### src/rtl/aser_pkg.sv
package aser_pkg;
  localparam int BYTE_W = 8;
  localparam int TCNT_W = 8;
  localparam int IDX_W  = 4;

  typedef struct packed {
    logic [1:0] stop;
    logic       even;
    logic       pen;
    logic [1:0] len;
    logic [1:0] fac;
  } mode_t;

  typedef struct packed {
    logic rts;
    logic brk;
    logic rxen;
    logic dtr;
    logic txen;
  } cmd_t;

  function automatic logic [TCNT_W-1:0] bit_ticks(input logic [1:0] fac);
    case (fac)
      2'b10:   return TCNT_W'(16);
      2'b11:   return TCNT_W'(64);
      default: return TCNT_W'(1);
    endcase
  endfunction

  function automatic logic [TCNT_W-1:0] stop_ticks(input mode_t m);
    int halves;
    int t;
    case (m.stop)
      2'b10:   halves = 3;
      2'b11:   halves = 4;
      default: halves = 2;
    endcase
    t = (halves * int'(bit_ticks(m.fac)) + 1) / 2;
    return t[TCNT_W-1:0];
  endfunction

  function automatic logic [IDX_W-1:0] char_bits(input logic [1:0] len);
    return IDX_W'(5) + IDX_W'(len);
  endfunction
endpackage

### src/rtl/aser_regs.sv
module aser_regs
  import aser_pkg::*;
(
  input  logic              clk_i,
  input  logic              rst_ni,
  input  logic              we_ctl_i,
  input  logic [BYTE_W-1:0] wdata_i,
  output mode_t             mode_o,
  output logic              mode_ok_o,
  output cmd_t              cmd_o,
  output logic              err_clr_o,
  output logic              soft_rst_o
);
  mode_t mode_q;
  logic  mode_ok_q;
  cmd_t  cmd_q;
  logic  cmd_wr;

  assign cmd_wr     = we_ctl_i && mode_ok_q;
  assign soft_rst_o = cmd_wr && wdata_i[6];
  assign err_clr_o  = cmd_wr && !wdata_i[6] && wdata_i[4];

  always_ff @(posedge clk_i or negedge rst_ni) begin
    if (!rst_ni) begin
      mode_q    <= '0;
      mode_ok_q <= 1'b0;
      cmd_q     <= '0;
    end else if (we_ctl_i) begin
      if (!mode_ok_q) begin
        if (wdata_i[1:0] != 2'b00) begin
          mode_q    <= mode_t'(wdata_i);
          mode_ok_q <= 1'b1;
        end
      end else if (wdata_i[6]) begin
        mode_ok_q <= 1'b0;
        cmd_q     <= '0;
      end else begin
        cmd_q <= '{rts: wdata_i[5], brk: wdata_i[3], rxen: wdata_i[2],
                   dtr: wdata_i[1], txen: wdata_i[0]};
      end
    end
  end

  assign mode_o    = mode_q;
  assign mode_ok_o = mode_ok_q;
  assign cmd_o     = cmd_q;
endmodule

### src/rtl/aser_tx.sv
module aser_tx
  import aser_pkg::*;
(
  input  logic              clk_i,
  input  logic              rst_ni,
  input  logic              soft_rst_i,
  input  logic              tick_i,
  input  mode_t             mode_i,
  input  logic              txen_i,
  input  logic              brk_i,
  input  logic              wr_i,
  input  logic [BYTE_W-1:0] wdata_i,
  output logic              txd_o,
  output logic              hold_empty_o,
  output logic              idle_o
);
  localparam int FRM_W = BYTE_W + 2;

  typedef enum logic [1:0] {TX_IDLE, TX_BITS, TX_STOP} tx_st_e;

  tx_st_e            st_q;
  logic [BYTE_W-1:0] hold_q;
  logic              full_q;
  logic [FRM_W-1:0]  frm_q, frm_n;
  logic [IDX_W-1:0]  left_q, left_n;
  logic [TCNT_W-1:0] tcnt_q;
  logic [IDX_W-1:0]  nb;
  logic [BYTE_W-1:0] dm;
  logic              par, load;
  logic [TCNT_W-1:0] bt, st_len;

  assign bt     = bit_ticks(mode_i.fac);
  assign st_len = stop_ticks(mode_i);
  assign nb     = char_bits(mode_i.len);
  assign load   = (st_q == TX_IDLE) && full_q && txen_i;

  always_comb begin
    for (int i = 0; i < BYTE_W; i++) dm[i] = hold_q[i] && (IDX_W'(i) < nb);
    par   = mode_i.even ? ^dm : ~^dm;
    frm_n = '1;
    frm_n[0] = 1'b0;
    for (int i = 0; i < BYTE_W; i++) if (IDX_W'(i) < nb) frm_n[i+1] = dm[i];
    if (mode_i.pen) frm_n[nb + IDX_W'(1)] = par;
    left_n = nb + IDX_W'(1) + IDX_W'(mode_i.pen);
  end

  always_ff @(posedge clk_i or negedge rst_ni) begin
    if (!rst_ni) begin
      st_q   <= TX_IDLE;
      hold_q <= '0;
      full_q <= 1'b0;
      frm_q  <= '1;
      left_q <= '0;
      tcnt_q <= '0;
    end else if (soft_rst_i) begin
      st_q   <= TX_IDLE;
      full_q <= 1'b0;
      frm_q  <= '1;
      tcnt_q <= '0;
    end else begin
      if (load) full_q <= 1'b0;
      if (wr_i) begin
        hold_q <= wdata_i;
        full_q <= 1'b1;
      end
      case (st_q)
        TX_IDLE: if (load) begin
          st_q   <= TX_BITS;
          frm_q  <= frm_n;
          left_q <= left_n;
          tcnt_q <= '0;
        end
        TX_BITS: if (tick_i) begin
          if (tcnt_q == bt - TCNT_W'(1)) begin
            tcnt_q <= '0;
            frm_q  <= {1'b1, frm_q[FRM_W-1:1]};
            left_q <= left_q - IDX_W'(1);
            if (left_q == IDX_W'(1)) st_q <= TX_STOP;
          end else begin
            tcnt_q <= tcnt_q + TCNT_W'(1);
          end
        end
        TX_STOP: if (tick_i) begin
          if (tcnt_q == st_len - TCNT_W'(1)) begin
            tcnt_q <= '0;
            st_q   <= TX_IDLE;
          end else begin
            tcnt_q <= tcnt_q + TCNT_W'(1);
          end
        end
        default: st_q <= TX_IDLE;
      endcase
    end
  end

  assign txd_o        = brk_i ? 1'b0 : ((st_q == TX_BITS) ? frm_q[0] : 1'b1);
  assign hold_empty_o = !full_q;
  assign idle_o       = (st_q == TX_IDLE);
endmodule

### src/rtl/aser_rx.sv
module aser_rx
  import aser_pkg::*;
(
  input  logic              clk_i,
  input  logic              rst_ni,
  input  logic              soft_rst_i,
  input  logic              tick_i,
  input  mode_t             mode_i,
  input  logic              rxen_i,
  input  logic              rxd_i,
  input  logic              rd_i,
  input  logic              err_clr_i,
  output logic [BYTE_W-1:0] data_o,
  output logic              rdy_o,
  output logic              pe_o,
  output logic              oe_o,
  output logic              fe_o
);
  typedef enum logic [1:0] {RX_IDLE, RX_START, RX_BITS} rx_st_e;

  rx_st_e            st_q;
  logic [TCNT_W-1:0] tcnt_q;
  logic [IDX_W-1:0]  idx_q;
  logic [BYTE_W-1:0] sh_q, data_q;
  logic              parb_q, rdy_q, pe_q, oe_q, fe_q;
  logic [TCNT_W-1:0] bt, half;
  logic [IDX_W-1:0]  nb;
  logic              sample, last, par_exp;

  assign bt      = bit_ticks(mode_i.fac);
  assign half    = bt >> 1;
  assign nb      = char_bits(mode_i.len);
  assign sample  = (st_q == RX_BITS) && tick_i && (tcnt_q == bt - TCNT_W'(1));
  assign last    = sample && (idx_q == nb + IDX_W'(mode_i.pen));
  assign par_exp = mode_i.even ? ^sh_q : ~^sh_q;

  always_ff @(posedge clk_i or negedge rst_ni) begin
    if (!rst_ni) begin
      st_q   <= RX_IDLE;
      tcnt_q <= '0;
      idx_q  <= '0;
      sh_q   <= '0;
      parb_q <= 1'b0;
    end else if (soft_rst_i || !rxen_i) begin
      st_q   <= RX_IDLE;
      tcnt_q <= '0;
    end else if (tick_i) begin
      case (st_q)
        RX_IDLE: if (!rxd_i) begin
          tcnt_q <= '0;
          idx_q  <= '0;
          sh_q   <= '0;
          st_q   <= (bt == TCNT_W'(1)) ? RX_BITS : RX_START;
        end
        RX_START: begin
          if (tcnt_q == half - TCNT_W'(1)) begin
            tcnt_q <= '0;
            st_q   <= rxd_i ? RX_IDLE : RX_BITS;
          end else begin
            tcnt_q <= tcnt_q + TCNT_W'(1);
          end
        end
        RX_BITS: begin
          if (sample) begin
            tcnt_q <= '0;
            idx_q  <= idx_q + IDX_W'(1);
            if (idx_q < nb) sh_q[idx_q[2:0]] <= rxd_i;
            else if (!last) parb_q <= rxd_i;
            if (last) st_q <= RX_IDLE;
          end else begin
            tcnt_q <= tcnt_q + TCNT_W'(1);
          end
        end
        default: st_q <= RX_IDLE;
      endcase
    end
  end

  always_ff @(posedge clk_i or negedge rst_ni) begin
    if (!rst_ni) begin
      data_q <= '0;
      rdy_q  <= 1'b0;
      pe_q   <= 1'b0;
      oe_q   <= 1'b0;
      fe_q   <= 1'b0;
    end else if (soft_rst_i) begin
      rdy_q <= 1'b0;
      pe_q  <= 1'b0;
      oe_q  <= 1'b0;
      fe_q  <= 1'b0;
    end else begin
      if (rd_i) rdy_q <= 1'b0;
      if (err_clr_i) begin
        pe_q <= 1'b0;
        oe_q <= 1'b0;
        fe_q <= 1'b0;
      end
      if (last && rxen_i) begin
        data_q <= sh_q;
        rdy_q  <= 1'b1;
        if (rdy_q && !rd_i) oe_q <= 1'b1;
        if (!rxd_i) fe_q <= 1'b1;
        if (mode_i.pen && (parb_q != par_exp)) pe_q <= 1'b1;
      end
    end
  end

  assign data_o = data_q;
  assign rdy_o  = rdy_q;
  assign pe_o   = pe_q;
  assign oe_o   = oe_q;
  assign fe_o   = fe_q;
endmodule

### src/rtl/aser_xcvr.sv
module aser_xcvr
  import aser_pkg::*;
(
  input  logic              clk_i,
  input  logic              rst_ni,
  input  logic              cs_i,
  input  logic              wr_i,
  input  logic              rd_i,
  input  logic              cd_i,
  input  logic [BYTE_W-1:0] wdata_i,
  output logic [BYTE_W-1:0] rdata_o,
  input  logic              bclk_en_i,
  output logic              txd_o,
  input  logic              rxd_i,
  input  logic              dsr_i,
  output logic              dtr_o,
  output logic              rts_o,
  output logic              txrdy_o,
  output logic              rxrdy_o,
  output logic              txempty_o
);
  mode_t             mode;
  cmd_t              cmd;
  logic              mode_ok, err_clr, soft_rst;
  logic              we_ctl, we_dat, rd_dat;
  logic              hold_empty, tx_idle;
  logic [BYTE_W-1:0] rx_data;
  logic              rx_rdy, rx_pe, rx_oe, rx_fe;
  logic [BYTE_W-1:0] status;

  assign we_ctl = cs_i && wr_i && cd_i;
  assign we_dat = cs_i && wr_i && !cd_i;
  assign rd_dat = cs_i && rd_i && !cd_i;

  aser_regs u_regs (
    .clk_i      (clk_i),
    .rst_ni     (rst_ni),
    .we_ctl_i   (we_ctl),
    .wdata_i    (wdata_i),
    .mode_o     (mode),
    .mode_ok_o  (mode_ok),
    .cmd_o      (cmd),
    .err_clr_o  (err_clr),
    .soft_rst_o (soft_rst)
  );

  aser_tx u_tx (
    .clk_i        (clk_i),
    .rst_ni       (rst_ni),
    .soft_rst_i   (soft_rst),
    .tick_i       (bclk_en_i),
    .mode_i       (mode),
    .txen_i       (cmd.txen),
    .brk_i        (cmd.brk),
    .wr_i         (we_dat),
    .wdata_i      (wdata_i),
    .txd_o        (txd_o),
    .hold_empty_o (hold_empty),
    .idle_o       (tx_idle)
  );

  aser_rx u_rx (
    .clk_i      (clk_i),
    .rst_ni     (rst_ni),
    .soft_rst_i (soft_rst),
    .tick_i     (bclk_en_i),
    .mode_i     (mode),
    .rxen_i     (cmd.rxen),
    .rxd_i      (rxd_i),
    .rd_i       (rd_dat),
    .err_clr_i  (err_clr),
    .data_o     (rx_data),
    .rdy_o      (rx_rdy),
    .pe_o       (rx_pe),
    .oe_o       (rx_oe),
    .fe_o       (rx_fe)
  );

  assign status    = {dsr_i, 1'b0, rx_fe, rx_oe, rx_pe, tx_idle, rx_rdy, hold_empty};
  assign rdata_o   = cd_i ? status : rx_data;
  assign dtr_o     = cmd.dtr;
  assign rts_o     = cmd.rts;
  assign txrdy_o   = hold_empty && cmd.txen;
  assign rxrdy_o   = rx_rdy;
  assign txempty_o = tx_idle;
endmodule

### config.mk
export PLATFORM = sky130hd
export DESIGN_NAME = aser_xcvr
export DESIGN_NICKNAME = d
export VERILOG_FILES = /design/src/rtl/aser_pkg.sv /design/src/rtl/aser_regs.sv /design/src/rtl/aser_tx.sv /design/src/rtl/aser_rx.sv /design/src/rtl/aser_xcvr.sv
export SDC_FILE = /design/constraint.sdc
export NUM_CORES = 1
export LEC_CHECK = 0
export CAP_MARGIN = 20
export CORE_ASPECT_RATIO = 0.9
export CORE_MARGIN = 2
export CORE_UTILIZATION = 44
export CTS_BUF_LIST = sky130_fd_sc_hd__clkbuf_8
export DETAILED_ROUTE_END_ITERATION = 6
export GPL_TIMING_DRIVEN = 0
export HOLD_SLACK_MARGIN = 0.08
export PLACE_DENSITY = 0.62
export SKIP_LAST_GASP = 1
export SLEW_MARGIN = 20
export SYNTH_ARGS = -nofsm -noshare
export SYNTH_HDL_FRONTEND = slang
export SYNTH_SLANG_ARGS = --single-unit
### constraint.sdc
create_clock -name clk_i -period 4.5 [get_ports clk_i]
set_input_delay 0.9 -clock clk_i [delete_from_list [all_inputs] [get_ports clk_i]]
set_output_delay 0.9 -clock clk_i [all_outputs]
set_load 0.02 [all_outputs]
==> results.json <==
{
  "whs_ps": 462,
  "worst_ir_drop_vdd_uv": 230,
  "tightest_slew_ps": 1030,
  "mappedNetlistArea_um2": 5300,
  "initial_utilization": 0.446,
  "worst_path_dominant_cell_family": "buffers and inverters",
  "category_of_the_worst_setup_path_launch_point": "primary input",
  "synth.distinct_cells": 74,
  "drt_iter0_markers": 272,
  "cts_setup_buffers": 0,
  "synth_simple_gate_area_frac": 0.193,
  "cp_slowest_cell": "sky130_fd_sc_hd__clkdlybuf4s50_1",
  "skew_ps": 9.72,
  "final_common_cell": "sky130_fd_sc_hd__dfrtp_1",
  "setup_repair_after_global_routing_missed_its_margin": "false",
  "detailed_routing_iteration_count_for_the_pre_antenna_repair_pass": 5,
  "reported_leakage_power_nw": 2.59,
  "finalHoldViolations": 0,
  "synth.yosys.seq_area_share": 0.389,
  "drt_drc_violations_left": 0,
  "cp_data_arrival_time_ps": 2780,
  "slew_headroom": 0.303,
  "overflow": 0,
  "synth_top_family_by_area": "simple AND/OR/NAND/NOR gates",
  "filler_cell_count": 1136,
  "cp.buffers_inverters": 3,
  "slew_limit_fails": 0,
  "yosys_reg_bits": 82,
  "synth_xor_area_frac": 0.0628,
  "required_ps": 3600,
  "critical-path-top-cell-by-count": "sky130_fd_sc_hd__clkdlybuf4s50_1",
  "synth_area_per_cell_um2": 9.67,
  "layout_common_cells": "sky130_fd_sc_hd__dfrtp_1, sky130_fd_sc_hd__nand2_1, sky130_fd_sc_hd__nor2_1",
  "post_synth_net_total": 596,
  "floorplan.io_pins": 31,
  "grt_pass1_vias": 4027,
  "numClockSinks": 82,
  "status": "finished, final reports clean",
  "synthMuxAreaShare": 0.0918,
  "worst_r2r_start": "u_regs.mode_o[7]",
  "layout_overhead_on_the_synthesized_area_pct": 13.4,
  "portBuffers": 29,
  "wire_length_of_the_first_global_routing_pass_um": 20500,
  "cts_tree": "done",
  "worst-path-max-fanout": 10,
  "core_area_um2": 11900,
  "wl_per_cell_um": 16.5,
  "power_per_cell_area_nw_per_um2": 547,
  "grt_antenna_before_repair": 0,
  "clk_transition_reported_paths_ps": 90,
  "place.detailed.hpwl_um": 9240,
  "timing.critical_path.to_type": "output pin",
  "insertedDiodeCount": 0,
  "synth_enable_flop_cells": 0,
  "period_minus_slack_ps": 3680,
  "yosys.area_share.adder": 0.0746,
  "die_area_um2": 12900,
  "die-height_um": 108,
  "finalCritPeriodShare": 0.818,
  "finalNetCount": 637,
  "crit_path_end": "rdata_o[3]",
  "post-place-cells": 738,
  "cts_max_path_buffers": 2,
  "critical_path_s_largest_stage_delay_ps": 550,
  "r2r_slack_ps": 1080,
  "dr_total_vias": 4166,
  "max_cap_violations": 0,
  "clk-insertion-delay-late_ps": 380,
  "die_x_um": 120,
  "maximum_number_of_pins_on_one_net_before_global_route_repair": 50,
  "holdCritPathClass": "primary input to async pin",
  "cts_inserted_buffers": 9,
  "final_antenna_net_count": 0,
  "synthesized_instance_count": 548,
  "timing.critical_path.cells": "clkdlybuf4s50_1, clkbuf_1, mux2_2, clkdlybuf4s50_1",
  "row_count": 38,
  "fin_util": 0.506,
  "share_of_final_layout_standard_cells_stronger_than_drive_strength_1": 0.143,
  "r2r_end": "u_tx.tcnt_q[0]",
  "reg2regPathDepth": 12,
  "cts_root_buf": "sky130_fd_sc_hd__clkbuf_8",
  "grtUsageTotal": 0.202,
  "synth_compound_area_frac": 0.148,
  "max_clock_freq_ghz": 0.272,
  "gp_congestion": 0.840,
  "holdBufCountCts": 0,
  "final_cells": 754,
  "timing.final.setup_violations": 0,
  "startpoint": "cd_i",
  "vias_per_cell": 5.53,
  "path_class": "primary input to output pin",
  "ys_async_sr_fraction": 1.00,
  "critical_path_depth": 4,
  "postCtsResizedCells": 0,
  "synth_ff_type": "sky130_fd_sc_hd__dfrtp_1",
  "synth_warnings": 0,
  "routed_wl_um": 12400,
  "htree_num_levels": 3
}
registers in the layout (all words and copies together) (netlist names):
register,count
u_rx.data_o,8
u_tx.frm_q,10
u_rx.sh_q,8
u_tx.hold_q,8
u_rx.st_q,2
u_regs.mode_o,8
u_tx.left_q,4
u_tx.tcnt_q,8
u_regs.cmd_o,5
u_rx.oe_o,1
u_rx.fe_o,1
u_rx.idx_q,4
u_tx.full_q,1
u_rx.tcnt_q,8
u_rx.pe_o,1
u_rx.rdy_o,1
u_tx.st_q,2
u_rx.parb_q,1
u_regs.mode_ok_o,1
worst min path at each step:
stage / endpoint / cells after the start
3_5_place_dp: u_regs.cmd_o[4] / 2
2_1_floorplan: u_rx.oe_o / 2
4_1_cts: u_regs.mode_o[2] / 1
3_3_place_gp: u_regs.cmd_o[4] / 2
5_1_grt: u_tx.hold_q[2] / 1
6_report: u_regs.mode_o[2] / 1
area by class of cell:
class	instances	area [um2]	share of cell area
Multi-Input combinational cell	416	3020	0.503
Sequential cell	82	2060	0.344
Timing Repair Buffer	30	315	0.0525
Tap cell	160	200	0.0333
Clock buffer	9	124	0.0206
Buffer	25	120	0.0200
Inverter	25	93.8	0.0156
Clock inverter	7	68.8	0.0115
per-layer routing:
layer | up-vias | part of all wire | track usage
met1 | 2044 | 0.48 | 0.265
met2 | 82 | 0.48 | 0.337
met5 | - | 0 | 0
met4 | 0 | 0.013 | 0.0588
li1 | 2027 | - | -
met3 | 13 | 0.034 | 0.0454
synthesized netlist by cell type (4+ instances only):
cell type                  count  area [um2]
sky130_fd_sc_hd__mux2_2       29         327
sky130_fd_sc_hd__and3_1       14        87.6
sky130_fd_sc_hd__o21a_1        4        30.0
sky130_fd_sc_hd__buf_2         6        30.0
sky130_fd_sc_hd__o211ai_1     11        82.6
sky130_fd_sc_hd__and2_1        4        25.0
sky130_fd_sc_hd__nor2b_1       5        31.3
sky130_fd_sc_hd__dfstp_2      10         263
sky130_fd_sc_hd__nor2_1       37         139
sky130_fd_sc_hd__nand2b_1     14        87.6
sky130_fd_sc_hd__a22o_1        4        35.0
sky130_fd_sc_hd__ha_1         30         375
sky130_fd_sc_hd__inv_1        25        93.8
sky130_fd_sc_hd__xnor2_1      25         219
sky130_fd_sc_hd__o21ai_0      26         130
sky130_fd_sc_hd__xor2_1       13         114
sky130_fd_sc_hd__dfrtp_1      72        1800
sky130_fd_sc_hd__clkbuf_1     16        60.1
sky130_fd_sc_hd__nand4_1       7        43.8
sky130_fd_sc_hd__a31oi_1       5        31.3
sky130_fd_sc_hd__nand3b_1      5        37.5
sky130_fd_sc_hd__nor3_1       10        50.1
sky130_fd_sc_hd__a21oi_1      15        75.1
sky130_fd_sc_hd__nand2_1      51         191
sky130_fd_sc_hd__a211oi_1      6        45.0
sky130_fd_sc_hd__nand3_1      22         110
sky130_fd_sc_hd__mux2i_1      16         160
power breakdown:
part           total [mW]  internal [mW]  switching [mW]  leakage (nW)
registers            1.07          0.920           0.154          1.05
logic                1.67          0.706           0.960          1.45
clock network       0.548          0.255           0.293        0.0954
total                3.29           1.88            1.41          2.59
metrics by stage:
stage	instance area (um2)	setup WS, ps	power, mW	setup TNS [ps]
after CTS	6010	842	3.30	0
after detailed placement	5820	849	2.74	0
after global routing	6010	759	3.55	0
final	6010	820	3.29	0
after global placement	5790	-455	2.69	-32420
after floorplan	5300	1500	2.32	0
cell families (layout without fill, tap and decap cells):
group,count (synthesis),in the layout
AND/OR/NAND/NOR,193,193
AO/OA/AOI/OAI,109,109
flip-flops,82,82
buffers and inverters,50,96
multiplexers,45,45
XOR/XNOR,38,38
adder cells (fa/ha/maj),31,31
Power figures use the tool's default switching activity.
